==> src/rtl/sdram_seq_pkg.sv <==
// Package: shared command codes, sequencer states and timing helpers.
// Assumes commands are presented as {cs_n, ras_n, cas_n, we_n}.
package sdram_seq_pkg;

    localparam logic [3:0] CMD_NOP  = 4'b0111;
    localparam logic [3:0] CMD_PALL = 4'b0010;
    localparam logic [3:0] CMD_AREF = 4'b0001;
    localparam logic [3:0] CMD_LMR  = 4'b0000;

    localparam int INIT_REFRESHES = 8;

    typedef enum logic [2:0] {
        ST_PWR,
        ST_PALL,
        ST_PGAP,
        ST_AREF,
        ST_RGAP,
        ST_MODE,
        ST_MGAP,
        ST_RUN
    } seq_state_t;

    // Clock count of the power-up pause.
    function automatic int powerup_clks(input int us, input int khz);
        return (us * khz) / 1000;
    endfunction

    // Clock count of the ~15.6 us refresh period.
    function automatic int refresh_clks(input int khz);
        return (156 * khz) / 10000;
    endfunction

endpackage

==> src/rtl/sdram_gap_timer.sv <==
// Module: loadable down-counter shared by the power-up pause and the
// NOP gaps between bring-up commands. Stops at zero.
// Assumes a load and a decrement never need to happen in the same cycle.
module sdram_gap_timer #(
    parameter int CW      = 16,
    parameter int RST_VAL = 1
) (
    input  logic          clk,
    input  logic          rst_n,
    input  logic          load,
    input  logic [CW-1:0] load_val,
    output logic [CW-1:0] count
);

    // Reload on request, otherwise count down towards zero.
    always_ff @(posedge clk) begin
        if (!rst_n)
            count <= CW'(RST_VAL);
        else if (load)
            count <= load_val;
        else if (count != '0)
            count <= count - CW'(1);
    end

endmodule

==> src/rtl/sdram_refresh_timer.sv <==
// Module: periodic refresh strobe generator. Held at zero while disabled.
// Once enabled, it pulses 'strobe' for one cycle every PERIOD cycles,
// with the first pulse PERIOD cycles after the enable rises.
// Assumes PERIOD >= 2.
module sdram_refresh_timer #(
    parameter int PERIOD = 3120
) (
    input  logic clk,
    input  logic rst_n,
    input  logic enable,
    output logic strobe
);

    localparam int RW = $clog2(PERIOD + 1);
    localparam logic [RW-1:0] LAST = RW'(PERIOD - 1);

    logic [RW-1:0] tick_q;

    // Count enabled cycles and fire at the end of each period.
    always_ff @(posedge clk) begin
        if (!rst_n || !enable) begin
            tick_q <= '0;
            strobe <= 1'b0;
        end else if (tick_q == LAST) begin
            tick_q <= '0;
            strobe <= 1'b1;
        end else begin
            tick_q <= tick_q + RW'(1);
            strobe <= 1'b0;
        end
    end

endmodule

==> src/rtl/sdram_init_fsm.sv <==
// Module: ordered bring-up state machine. It steps through the pause,
// precharge-all, the initial refreshes, the mode load and the mode delay,
// then parks in ST_RUN. Pin values are decoded from the state register
// and the gap counter, which are both flops.
// Assumes the cfg_* inputs are static from reset onwards.
module sdram_init_fsm
    import sdram_seq_pkg::*;
#(
    parameter int CW     = 16,
    parameter int ADDR_W = 13,
    parameter int T_MRD  = 3
) (
    input  logic              clk,
    input  logic              rst_n,
    input  logic [2:0]        cfg_cas_lat,
    input  logic [3:0]        cfg_trp,
    input  logic [3:0]        cfg_trc,
    input  logic [CW-1:0]     gap_count,
    output logic              gap_load,
    output logic [CW-1:0]     gap_val,
    output logic [3:0]        cmd,
    output logic [ADDR_W-1:0] addr,
    output logic              cke,
    output logic              running
);

    localparam int NW = $clog2(INIT_REFRESHES + 1);
    localparam logic [NW-1:0] REF_LAST = NW'(INIT_REFRESHES - 1);
    localparam logic [NW-1:0] REF_ALL  = NW'(INIT_REFRESHES);

    seq_state_t state_q, state_d;
    logic [NW-1:0] refs_q;
    logic gap_end;

    assign gap_end = (gap_count == CW'(1));

    // Next-state and gap-timer load decisions.
    always_comb begin
        state_d  = state_q;
        gap_load = 1'b0;
        gap_val  = '0;
        unique case (state_q)
            ST_PWR:  if (gap_count == '0) state_d = ST_PALL;
            ST_PALL: begin
                gap_load = 1'b1;
                gap_val  = CW'(cfg_trp);
                state_d  = (cfg_trp == 4'd0) ? ST_AREF : ST_PGAP;
            end
            ST_PGAP: if (gap_end) state_d = ST_AREF;
            ST_AREF: begin
                gap_load = 1'b1;
                gap_val  = CW'(cfg_trc);
                if (cfg_trc != 4'd0)      state_d = ST_RGAP;
                else if (refs_q == REF_LAST) state_d = ST_MODE;
                else                      state_d = ST_AREF;
            end
            ST_RGAP: if (gap_end) state_d = (refs_q == REF_ALL) ? ST_MODE : ST_AREF;
            ST_MODE: begin
                gap_load = 1'b1;
                gap_val  = CW'(T_MRD);
                state_d  = (T_MRD == 0) ? ST_RUN : ST_MGAP;
            end
            ST_MGAP: if (gap_end) state_d = ST_RUN;
            default: state_d = ST_RUN;
        endcase
    end

    // State register.
    always_ff @(posedge clk) begin
        if (!rst_n) state_q <= ST_PWR;
        else        state_q <= state_d;
    end

    // Tally of refresh commands issued during bring-up.
    always_ff @(posedge clk) begin
        if (!rst_n)                 refs_q <= '0;
        else if (state_q == ST_AREF) refs_q <= refs_q + NW'(1);
    end

    // Pin decode from the current state.
    always_comb begin
        cmd  = CMD_NOP;
        addr = '0;
        unique case (state_q)
            ST_PALL: begin
                cmd      = CMD_PALL;
                addr[10] = 1'b1;
            end
            ST_AREF: cmd = CMD_AREF;
            ST_MODE: begin
                cmd  = CMD_LMR;
                addr = ADDR_W'({cfg_cas_lat, 1'b0, 3'b000});
            end
            default: ;
        endcase
    end

    // Clock enable rises on the last pause cycle. Running marks normal mode.
    assign cke     = rst_n && ((state_q != ST_PWR) || (gap_count == '0));
    assign running = (state_q == ST_RUN);

endmodule

==> src/rtl/sdram_powerup_seq.sv <==
// Top: SDRAM power-up sequencer. It derives the pause and refresh counts
// from CLK_KHZ, runs the bring-up state machine on a shared gap timer,
// then enables the periodic refresh strobe.
// Assumes ADDR_W >= 11, so that A10 exists.
module sdram_powerup_seq
    import sdram_seq_pkg::*;
#(
    parameter int CLK_KHZ    = 200000,
    parameter int POWERUP_US = 200,
    parameter int ADDR_W     = 13,
    parameter int T_MRD      = 3
) (
    input  logic              clk,
    input  logic              rst_n,
    input  logic [2:0]        cfg_cas_lat,
    input  logic [3:0]        cfg_trp,
    input  logic [3:0]        cfg_trc,
    output logic              sd_cke,
    output logic              sd_cs_n,
    output logic              sd_ras_n,
    output logic              sd_cas_n,
    output logic              sd_we_n,
    output logic [ADDR_W-1:0] sd_addr,
    output logic              init_done,
    output logic              refresh_req
);

    localparam int WAIT_CLKS = powerup_clks(POWERUP_US, CLK_KHZ);
    localparam int REF_CLKS  = refresh_clks(CLK_KHZ);
    localparam int CW        = $clog2(WAIT_CLKS + 16);

    logic [CW-1:0] gap_count, gap_val;
    logic          gap_load;
    logic [3:0]    cmd;

    sdram_gap_timer #(.CW(CW), .RST_VAL(WAIT_CLKS - 1)) u_gap (
        .clk      (clk),
        .rst_n    (rst_n),
        .load     (gap_load),
        .load_val (gap_val),
        .count    (gap_count)
    );

    sdram_init_fsm #(.CW(CW), .ADDR_W(ADDR_W), .T_MRD(T_MRD)) u_fsm (
        .clk         (clk),
        .rst_n       (rst_n),
        .cfg_cas_lat (cfg_cas_lat),
        .cfg_trp     (cfg_trp),
        .cfg_trc     (cfg_trc),
        .gap_count   (gap_count),
        .gap_load    (gap_load),
        .gap_val     (gap_val),
        .cmd         (cmd),
        .addr        (sd_addr),
        .cke         (sd_cke),
        .running     (init_done)
    );

    sdram_refresh_timer #(.PERIOD(REF_CLKS)) u_refresh (
        .clk    (clk),
        .rst_n  (rst_n),
        .enable (init_done),
        .strobe (refresh_req)
    );

    // Split the command code onto the individual pins.
    assign {sd_cs_n, sd_ras_n, sd_cas_n, sd_we_n} = cmd;

endmodule

==> config.mk <==
export PLATFORM = sky130hd
export DESIGN_NAME = sdram_powerup_seq
export DESIGN_NICKNAME = d
export VERILOG_FILES = /design/src/rtl/sdram_seq_pkg.sv /design/src/rtl/sdram_gap_timer.sv /design/src/rtl/sdram_refresh_timer.sv /design/src/rtl/sdram_init_fsm.sv /design/src/rtl/sdram_powerup_seq.sv
export SDC_FILE = /design/constraint.sdc
export NUM_CORES = 1
export LEC_CHECK = 0
export BUFFER_PORTS_ARGS = -buffer_cell sky130_fd_sc_hd__buf_2
export CAP_MARGIN = 20
export CORE_MARGIN = 2
export CORE_UTILIZATION = 60
export CTS_CLUSTER_SIZE = 20
export DETAILED_ROUTE_END_ITERATION = 8
export GPL_TIMING_DRIVEN = 0
export PLACE_DENSITY = 0.83
export SYNTH_ARGS = -nofsm -noshare
export SYNTH_HDL_FRONTEND = slang
export SYNTH_HIERARCHICAL = 1
export SYNTH_SLANG_ARGS = --single-unit
export TNS_END_PERCENT = 20
==> constraint.sdc <==
create_clock -name clk -period 3.56 [get_ports clk]
set_input_delay 0.89 -clock clk [delete_from_list [all_inputs] [get_ports clk]]
set_output_delay 0.89 -clock clk [all_outputs]
set_load 0.005 [all_outputs]
==> results of run 1 <==
==> critical path, delay by kind of cell (launching register included) <==
kind | cells | cell delay, ns
and+or+nand+nor | 2 | 0.35
DFF | 1 | 0.33
buffers and inverters | 3 | 0.66
==> kinds of logic after synthesis <==
kind of cell / after synthesis / share of synthesized area
DFF: 36 / 0.3223
other: 1 / 0.001677
buffers and inverters: 44 / 0.1242
muxes: 2 / 0.008954
AOI/OAI and AO/OA: 60 / 0.1880
xor gates and xnor gates: 17 / 0.06659
and+or+nand+nor: 106 / 0.2658
adders and majority gates: 4 / 0.02238
==> cell usage in the layout, fill, tap and decap left out, drive strengths merged, types with 3 or more instances in the layout <==
cell,netlist,final
or4,5,5
dfxtp,36,36
inv,12,12
nor2,30,30
and3,3,3
nand3,9,9
o21ai,13,13
nor3,12,12
nor4,9,9
a21boi,3,3
a211oi,4,4
xor2,5,5
nand4,6,6
buf,26,48
xnor2,12,12
a21oi,18,18
nand2,15,15
ha,4,4
o311ai,4,4
o31ai,5,5
or3,6,6
clkbuf,6,12
conb,1,22
==> final timing paths <==
| path | cells past startpoint | from | end | slack [ns] |
|---|---|---|---|---|
| worst min register to register | 1 | u_refresh/tick_q[0]$_SDFF_PP0_ | u_refresh/tick_q[0]$_SDFF_PP0_ | 0.45 |
| worst max register to register | 8 | u_fsm/state_q[2]$_SDFFE_PN0P_ | u_gap/count[10]$_SDFFE_PN1P_ | 1.24 |
| worst min-delay path | 1 | u_refresh/tick_q[0]$_SDFF_PP0_ | u_refresh/tick_q[0]$_SDFF_PP0_ | 0.45 |
| worst max-delay path | 5 | u_fsm/state_q[2]$_SDFFE_PN0P_ | init_done | 1.03 |
==> power groups by stage <==
stage                     registers [mW]  clock network, mW  logic [mW]
after floorplan                    0.418                  0      0.0381
final                              0.410              0.304      0.0537
after global placement             0.420                  0      0.0511
after CTS                          0.410              0.309      0.0527
after detailed placement           0.420                  0      0.0518
after global routing               0.411              0.326      0.0593
==> cell type report <==
cell class / instances / area share
plain buffers: 32 / 0.09029
clock buffers: 6 / 0.03204
clock inverters: 2 / 0.003883
inverters: 12 / 0.01748
multi-input cells: 211 / 0.5107
flip-flops and latches: 36 / 0.2796
well taps: 48 / 0.02330
repair buffers: 22 / 0.04272
==> sequential cells by signal, indices dropped and copies added, names as in the netlist <==
signal and flops:
u_fsm/refs_q 4, u_fsm/state_q 3, u_refresh/tick_q 12, u_refresh/strobe 1, u_gap/count 16
==> per-stage QoR <==
| step | utilization | area (um2) | power (mW) |
|---|---|---|---|
| floorplan | - | 2315 | 0.4566 |
| global placement | 0.6839 | 2485 | 0.4706 |
| detailed placement | 0.6839 | 2485 | 0.4713 |
| CTS | 0.7094 | 2577 | 0.7717 |
| global route | 0.7094 | 2577 | 0.7960 |
| finish | 0.7094 | 2577 | 0.7679 |
==> per-layer routing <==
layer  track usage  up-vias  wire length, um
li1              -     1034                -
met2        0.3982       65             2122
met4       0.08333        0               74
met3       0.06771        8              305
met1        0.3139      886             2203
met5             0        -                0
==> reports/qor.csv, run 1 <==
metric;value;unit
async_flop_share;0;
dp_slack;1.203;ns
synth_top_area_cell;dfxtp_1;
period_minus_slack;2.531;ns
rows;22;
cts_made_buffers;5;
fmax;395.1;MHz
diodes;0;
ctsHtreeMaxLevel;2;
regArea;720.7;um2
power_frac_clock;0.396;
finClkSkew;0.006602;ns
finalSetupTns;0;ns
setup_violations;0;
fin_hold_ws;0.4499;ns
grt_max_degree;12;
avgSynthCellArea;8.281;um2
syn-cell-area;2236;um2
die_x;65.05;um
p_per_area;297.9;nW/um2
drt-pass1-iter-count;4;
drt-wirelength-per-cell;12.75;um
relSlewSlack;0.6518;
multi_input_area;1316;um2
ys_seq_elements;36;
timing_hold_violations_final;0;
ir_worst_vdd;0.2534;mV
synth_cell_type_count;55;
period_share;0.7109;
cts.sinks;36;
syn2layout_area_growth;15.28;%
worstPathCellList;buf_6 > clkbuf_1 > nand2_1 > nor2_1 > buf_2;
synth_top_cell_area_share;0.3223;
synth_area_leaders;dfxtp_1, buf_4, nor2_1;
status;complete, no violations;
hpwl;3443;um
place_congestion;0.8907;
cp_max_fo;10;
cts_buffer_depth;2;
crit_arrival;1.64;ns
grt_use_total;0.2453;
crit_path_end_kind;output port;
power_switching_share;0.2335;
syn_inst;270;
cts_hold_buffers;0;
p_comb_frac;0.070;
grt_overflow;0;
p_switching;0.1793;mW
start_util;0.6154;
post-synth-top-count-cell;dfxtp_1;
pwr-share-seq;0.534;
fill_cells;295;
pin_count;33;
slowest_delay;0.36;ns
grt_pass1_wl;8010;um
core;3633;um2
drtIter0Drc;129;
critPathKind;register to output port;
worstSkewPairLatency;0.29;ns
root_buffer;clkbuf_8;
viasPerCell;5.401;
path_clk_slew;0.08;ns
dp.cells;361;
dieHeight;65.05;um
p_leak;1.015;nW
ctsResizeCount;0;
ys.flop_type;dfxtp_1;
synth.top_cells.by_count;dfxtp_1, nor2_1, buf_4, a21oi_1, nand2_1;
yosysSeqAreaShare;0.3223;
crit_path_start_kind;register;
io_buffers;22;
min_path_type;register to register;
routed_wl;4705;um
nNetsFinal;337;
drv_slew;0;
crit_slowest_cell;clkbuf_1;
layout.cells.non_filler;369;
rsz0062_at_grt;no;
p_int;0.5886;mW
die-area;4231;um2
via_count;1993;
tightest_slew;0.5223;ns
ant_nets;0;
cts_tree;done;
required;2.67;ns
postCtsSetupBuffers;0;
worst_slack;1.029;ns
synth_warnings;6;
drive_above_1_share;0.2087;
grt_pass1_vias;1823;
antenna_found_initial;0;
drc_errors;0;
maxCapViolCount;0;
synth_edf_count;0;
(Power assumes the default switching activity.)
==> run 2: changes to the inputs <==
Settings changed: CORE_UTILIZATION 60 to 51, PLACE_DENSITY 0.83 to 0.75.
Clock period 3.56 ns to 2 ns, I/O delays scaled along.
==> reports/qor.csv, run 2 (synthesis results as in run 1) <==
metric;value;unit;change
required;2.15;ns;-0.52 ns
path_clk_slew;0.07;ns;about the same
critPathKind;register to register;;
ant_nets;0;;unchanged
nNetsFinal;346;;+2.7%
rsz0062_at_grt;yes;;
routed_wl;4902;um;+4.2%
largestRegisters;u_gap/count (16), u_refresh/tick_q (12), u_fsm/refs_q (4);;
setup_violations;11;;+11
drtIter0Drc;200;;+55%
via_count;2048;;+2.8%
largest_register;u_gap/count;;
drive_above_1_share;0.2909;;+0.08219
fmax;471.5;MHz;
period_share;1.060;;
crit_path_start_kind;register;;
io_buffers;22;;unchanged
grt_pass1_wl;8038;um;+0.35%
grt_max_degree;12;;unchanged
cts_made_buffers;5;;unchanged
finClkSkew;0.004934;ns;-0.001668 ns
antenna_found_initial;0;;unchanged
drc_errors;0;;unchanged
crit_arrival;2.27;ns;+0.63 ns
worstPathCellList;or4_4 > or4_4 > buf_4 > o311a_1 > a2bb2oi_1;;
die-area;4929;um2;+17%
drt-wirelength-per-cell;12.83;um;+0.64%
min_path_type;register to register;;
fill_cells;402;;+36%
period_minus_slack;2.121;ns;
cts_buffer_depth;2;;unchanged
drt-pass1-iter-count;4;;unchanged
layout_commonest_cell;buf_4;;
ir_worst_vdd;0.3777;mV;+49%
diodes;0;;unchanged
core;4294;um2;+18%
finalSetupTns;-0.5129;ns;-0.5129 ns
p_per_area;532.5;nW/um2;+79%
worstSkewPairLatency;0.28;ns;about the same
crit_slowest_cell;or4_4;;
cts_hold_buffers;0;;unchanged
place_congestion;0.8761;;-1.6%
grt_overflow;0;;unchanged
largest_register_ffs;16;;unchanged
root_buffer;clkbuf_8;;
cts.sinks;36;;unchanged
crit_path_end_kind;register;;
start_util;0.5207;;-0.09467
violations;negative setup slack;;
grt_use_total;0.1980;;-0.04733
drv_slew;0;;unchanged
final_util;0.6340;;-0.07533
cp_max_fo;4;;-6
ctsHtreeMaxLevel;2;;unchanged
rows;24;;+9.1%
hpwl;3295;um;-4.3%
p_leak;1.076;nW;+6.0%
worst_slack;-0.1208;ns;-1.150 ns
cts_tree;done;;
pin_count;33;;unchanged
status;finished with violations;;
die_x;70.21;um;+7.9%
viasPerCell;5.361;;-0.74%
cp_common_cell;or4_4;;
dieHeight;70.21;um;+7.9%
maxCapViolCount;0;;unchanged
timing_hold_violations_final;0;;unchanged
grt_pass1_vias;1830;;+0.38%
slowest_delay;0.53;ns;+0.17 ns
syn2layout_area_growth;21.77;%;
mostFrequentLayoutCells;buf_4, dfxtp_1, nor2_1, buf_2, conb_1;;
## run 2: changes by cell type in the layout (fill, tap and decap cells not counted), sizes merged
cell    delta
clkinv     -1
buf       +10
clkbuf     -1
bufinv     +1
## run 2: final cells by class
cell class	count	area (um2)	share of cell area
buffer	32	244.0	0.08961
clock buffer	6	72.57	0.02665
clock inverter	2	35.03	0.01287
inverter	12	45.04	0.01654
multi-input combinational	211	1354	0.4972
sequential	36	732.0	0.2688
tap	52	65.06	0.02390
timing repair buffer	31	175.2	0.06434
## run 2: path summary, 6_finish.rpt
kind | start | end | slack, ns | depth (start not counted)
max | u_gap/count[8]$_SDFFE_PN0P_ | u_gap/count[15]$_SDFFE_PN1P_ | -0.12 | 5
min | u_refresh/tick_q[0]$_SDFF_PP0_ | u_refresh/tick_q[0]$_SDFF_PP0_ | 0.44 | 1
max reg2reg | u_gap/count[8]$_SDFFE_PN0P_ | u_gap/count[15]$_SDFFE_PN1P_ | -0.12 | 5
min reg2reg | u_refresh/tick_q[0]$_SDFF_PP0_ | u_refresh/tick_q[0]$_SDFF_PP0_ | 0.44 | 1
## run 2: repair_timing
item,4_1_cts,5_1_grt
pin swaps,3,4
setup buffers,6,2
hold endpoints to repair,0,0
setup endpoints to repair,18,19
gates cloned,1,0
gates resized for setup,7,22
## run 2: per-layer routing
| layer | vias to the layer above | wire length [um] | share of wire | track usage |
|---|---|---|---|---|
| met5 | - | 0 | 0 | 0 |
| met4 | 0 | 42 | 0.0086 | 0.07051 |
| met2 | 62 | 2290 | 0.47 | 0.3090 |
| met3 | 6 | 297 | 0.061 | 0.05483 |
| met1 | 925 | 2271 | 0.46 | 0.2626 |
| li1 | 1055 | - | - | - |
## run 2: report_power, final
group | internal, mW | switching (mW) | leakage [nW] | total, mW
clock network | 0.370 | 0.255 | 0.0552 | 0.625
registers | 0.720 | 0.00974 | 0.291 | 0.730
logic | 0.0517 | 0.0435 | 0.730 | 0.0952
## run 2: worst max-delay path, delay by kind of cell, from the launching register on
family	cells	cell delay, ns
and+or+nand+nor	2	1.00
AOI/OAI and AO/OA	2	0.47
DFF	1	0.36
buffers and inverters	1	0.16
## run 2: through the flow
step	hold WS [ns]	setup slack, ns	power [mW]	cells	area (um2)
6_report	0.4413	-0.1208	1.450	382	2723
5_1_grt	0.4757	-0.1907	1.523	382	2723
4_1_cts	0.4480	-0.1267	1.466	380	2669
3_5_place_dp	0.4364	-0.2645	0.8383	365	2492
3_3_place_gp	0.4320	-0.2410	0.8374	365	2492
2_1_floorplan	0.4175	-0.03908	0.8127	291	2317
==> run 3: changes to the inputs <==
Settings changed: PLACE_DENSITY 0.75 to unset, PLACE_DENSITY_LB_ADDON set to 0.25.
==> reports/qor.csv, run 3 (synthesis results as in run 1) <==
metric;value;unit;change
status;finished with violations;;
violations;negative setup slack;;
mostFrequentLayoutCells;dfxtp_1, buf_4, nor2_1, buf_2, conb_1;;
power_frac_clock;0.404;;-0.027
start_util;0.5207;;unchanged
nNetsFinal;344;;-0.58%
antenna_found_initial;0;;unchanged
timing_hold_violations_final;0;;unchanged
crit_arrival;2.29;ns;+0.02 ns
ff2ff_setup_slack;-0.12;ns;about the same
drtIter0Drc;109;;-46%
final_util;0.6308;;-0.003205
pwr-share-seq;0.527;;+0.023
fill_cells;409;;+1.7%
largest_register;u_gap/count;;
rsz0062_at_grt;yes;;
place_congestion;0.8542;;-2.5%
fmax;470.9;MHz;-0.12%
hpwl;3341;um;+1.4%
power_switching_share;0.2206;;+0.008325
ctsHtreeMaxLevel;2;;unchanged
drive_above_1_share;0.2813;;-0.009564
die-area;4929;um2;unchanged
drc_errors;0;;unchanged
cts_made_buffers;5;;unchanged
ff2ff_path_depth;5;;unchanged
path_clk_slew;0.07;ns;about the same
crit_end;u_gap/count[15]$_SDFFE_PN1P_;;
pin_count;33;;unchanged
syn2layout_area_growth;21.15;%;
largest_register_ffs;16;;unchanged
cts_tree;done;;
required;2.17;ns;+0.02 ns
p_per_area;511.1;nW/um2;-4.0%
cp_max_fo;4;;unchanged
p_leak;1.069;nW;-0.63%
dp.cells;365;;unchanged
drv_slew;0;;unchanged
dieHeight;70.21;um;unchanged
regArea;728.2;um2;-0.51%
p_comb_frac;0.069;;+0.003
p_switching;0.3055;mW;-0.75%
crit_path_start_kind;register;;
cp-startpoint;u_gap/count[8]$_SDFFE_PN0P_;;
root_buffer;clkbuf_8;;
finClkSkew;0.002703;ns;-0.002231 ns
grt_pass1_wl;8107;um;+0.86%
grt_use_total;0.1995;;+0.001451
r2r-end;u_gap/count[15]$_SDFFE_PN1P_;;
maxCapViolCount;0;;unchanged
die_x;70.21;um;unchanged
rows;24;;unchanged
routed_wl;4605;um;-6.1%
ant_nets;0;;unchanged
grt_max_degree;11;;-1
period_minus_slack;2.123;ns;+0.002605 ns
via_count;2015;;-1.6%
critPathKind;register to register;;
worst_slack;-0.1234;ns;-0.002605 ns
finalPower;1.385;mW;-4.5%
io_buffers;22;;unchanged
diodes;0;;unchanged
crit_path_end_kind;register;;
largestRegisters;u_gap/count (16), u_refresh/tick_q (12), u_fsm/refs_q (4);;
multi_input_area;1364;um2;+0.74%
drt-pass1-iter-count;4;;unchanged
layout_commonest_cell;dfxtp_1;;
worstSkewPairLatency;0.29;ns;about the same
period_share;1.062;;+0.001302
cts_buffer_depth;2;;unchanged
drt-wirelength-per-cell;12.15;um;-5.3%
core;4294;um2;unchanged
grt_pass1_vias;1844;;+0.77%
setup_violations;14;;+3
grt_overflow;0;;unchanged
crit-reg2reg-launch;u_gap/count[8]$_SDFFE_PN0P_;;
layout.cells.non_filler;379;;-0.79%
p_int;1.079;mW;-5.5%
min_path_type;register to register;;
fin_hold_ws;0.4511;ns;+0.009826 ns
ir_worst_vdd;0.3691;mV;-2.3%
cts.sinks;36;;unchanged
viasPerCell;5.317;;-0.83%
-- run 3: final cells by class --
type / instances / share of cell area
timing repair buffer: 29 / 0.06143
clock buffer: 7 / 0.03557
buffer: 32 / 0.09007
tap: 52 / 0.02402
inverter: 12 / 0.01663
sequential: 36 / 0.2688
multi-input combinational: 211 / 0.5035
-- run 3: worst min path at each step --
stage	start	end	slack (ns)	cells past startpoint
after floorplan	u_refresh/tick_q[0]$_SDFF_PP0_	u_refresh/tick_q[0]$_SDFF_PP0_	0.42	1
after global placement	u_refresh/tick_q[0]$_SDFF_PP0_	u_refresh/tick_q[0]$_SDFF_PP0_	0.43	1
after global routing	u_refresh/tick_q[0]$_SDFF_PP0_	u_refresh/tick_q[0]$_SDFF_PP0_	0.47	1
after CTS	u_refresh/tick_q[0]$_SDFF_PP0_	u_refresh/tick_q[0]$_SDFF_PP0_	0.46	1
final	u_refresh/tick_q[0]$_SDFF_PP0_	u_refresh/tick_q[0]$_SDFF_PP0_	0.45	1
after detailed placement	u_refresh/tick_q[0]$_SDFF_PP0_	u_refresh/tick_q[0]$_SDFF_PP0_	0.45	1
-- run 3: worst max-delay path: stages, from the launching register on --
cell and delay (ns):
dfxtp_4 0.36, or4_4 0.53, or4_4 0.46, buf_4 0.17, o311a_1 0.34, a2bb2oi_1 0.14
-- run 3: what timing repair did --
| action | 4_1_cts | 5_1_grt |
|---|---|---|
| endpoints found under the setup margin | 18 | 22 |
| buffers inserted | 7 | 0 |
| hold buffers | 0 | 0 |
| pin swaps | 3 | 2 |
| resized for setup | 9 | 19 |
-- run 3: metal layers --
| metal | global-route usage | part of all wire | up-vias |
|---|---|---|---|
| li1 | - | - | 1044 |
| met1 | 0.2704 | 0.47 | 910 |
| met2 | 0.3101 | 0.45 | 56 |
| met3 | 0.04762 | 0.063 | 5 |
| met4 | 0.07051 | 0.0096 | 0 |
| met5 | 0 | 0 | - |
-- run 3: stage by stage --
| step | setup TNS [ns] | setup WS [ns] | instance area (um2) |
|---|---|---|---|
| after floorplan | -0.04501 | -0.03908 | 2317 |
| after global placement | -2.216 | -0.2386 | 2492 |
| after detailed placement | -3.080 | -0.2885 | 2492 |
| after CTS | -1.193 | -0.1310 | 2669 |
| after global routing | -1.619 | -0.1707 | 2709 |
| final | -0.6874 | -0.1234 | 2709 |
-- run 3: power groups by stage --
stage / Sequential (mW) / Clock [mW] / Combinational [mW]
final: 0.730 / 0.559 / 0.0953
after global routing: 0.731 / 0.604 / 0.106
after CTS: 0.729 / 0.580 / 0.0934
after detailed placement: 0.747 / 0 / 0.0915
after global placement: 0.747 / 0 / 0.0902
after floorplan: 0.745 / 0 / 0.0678
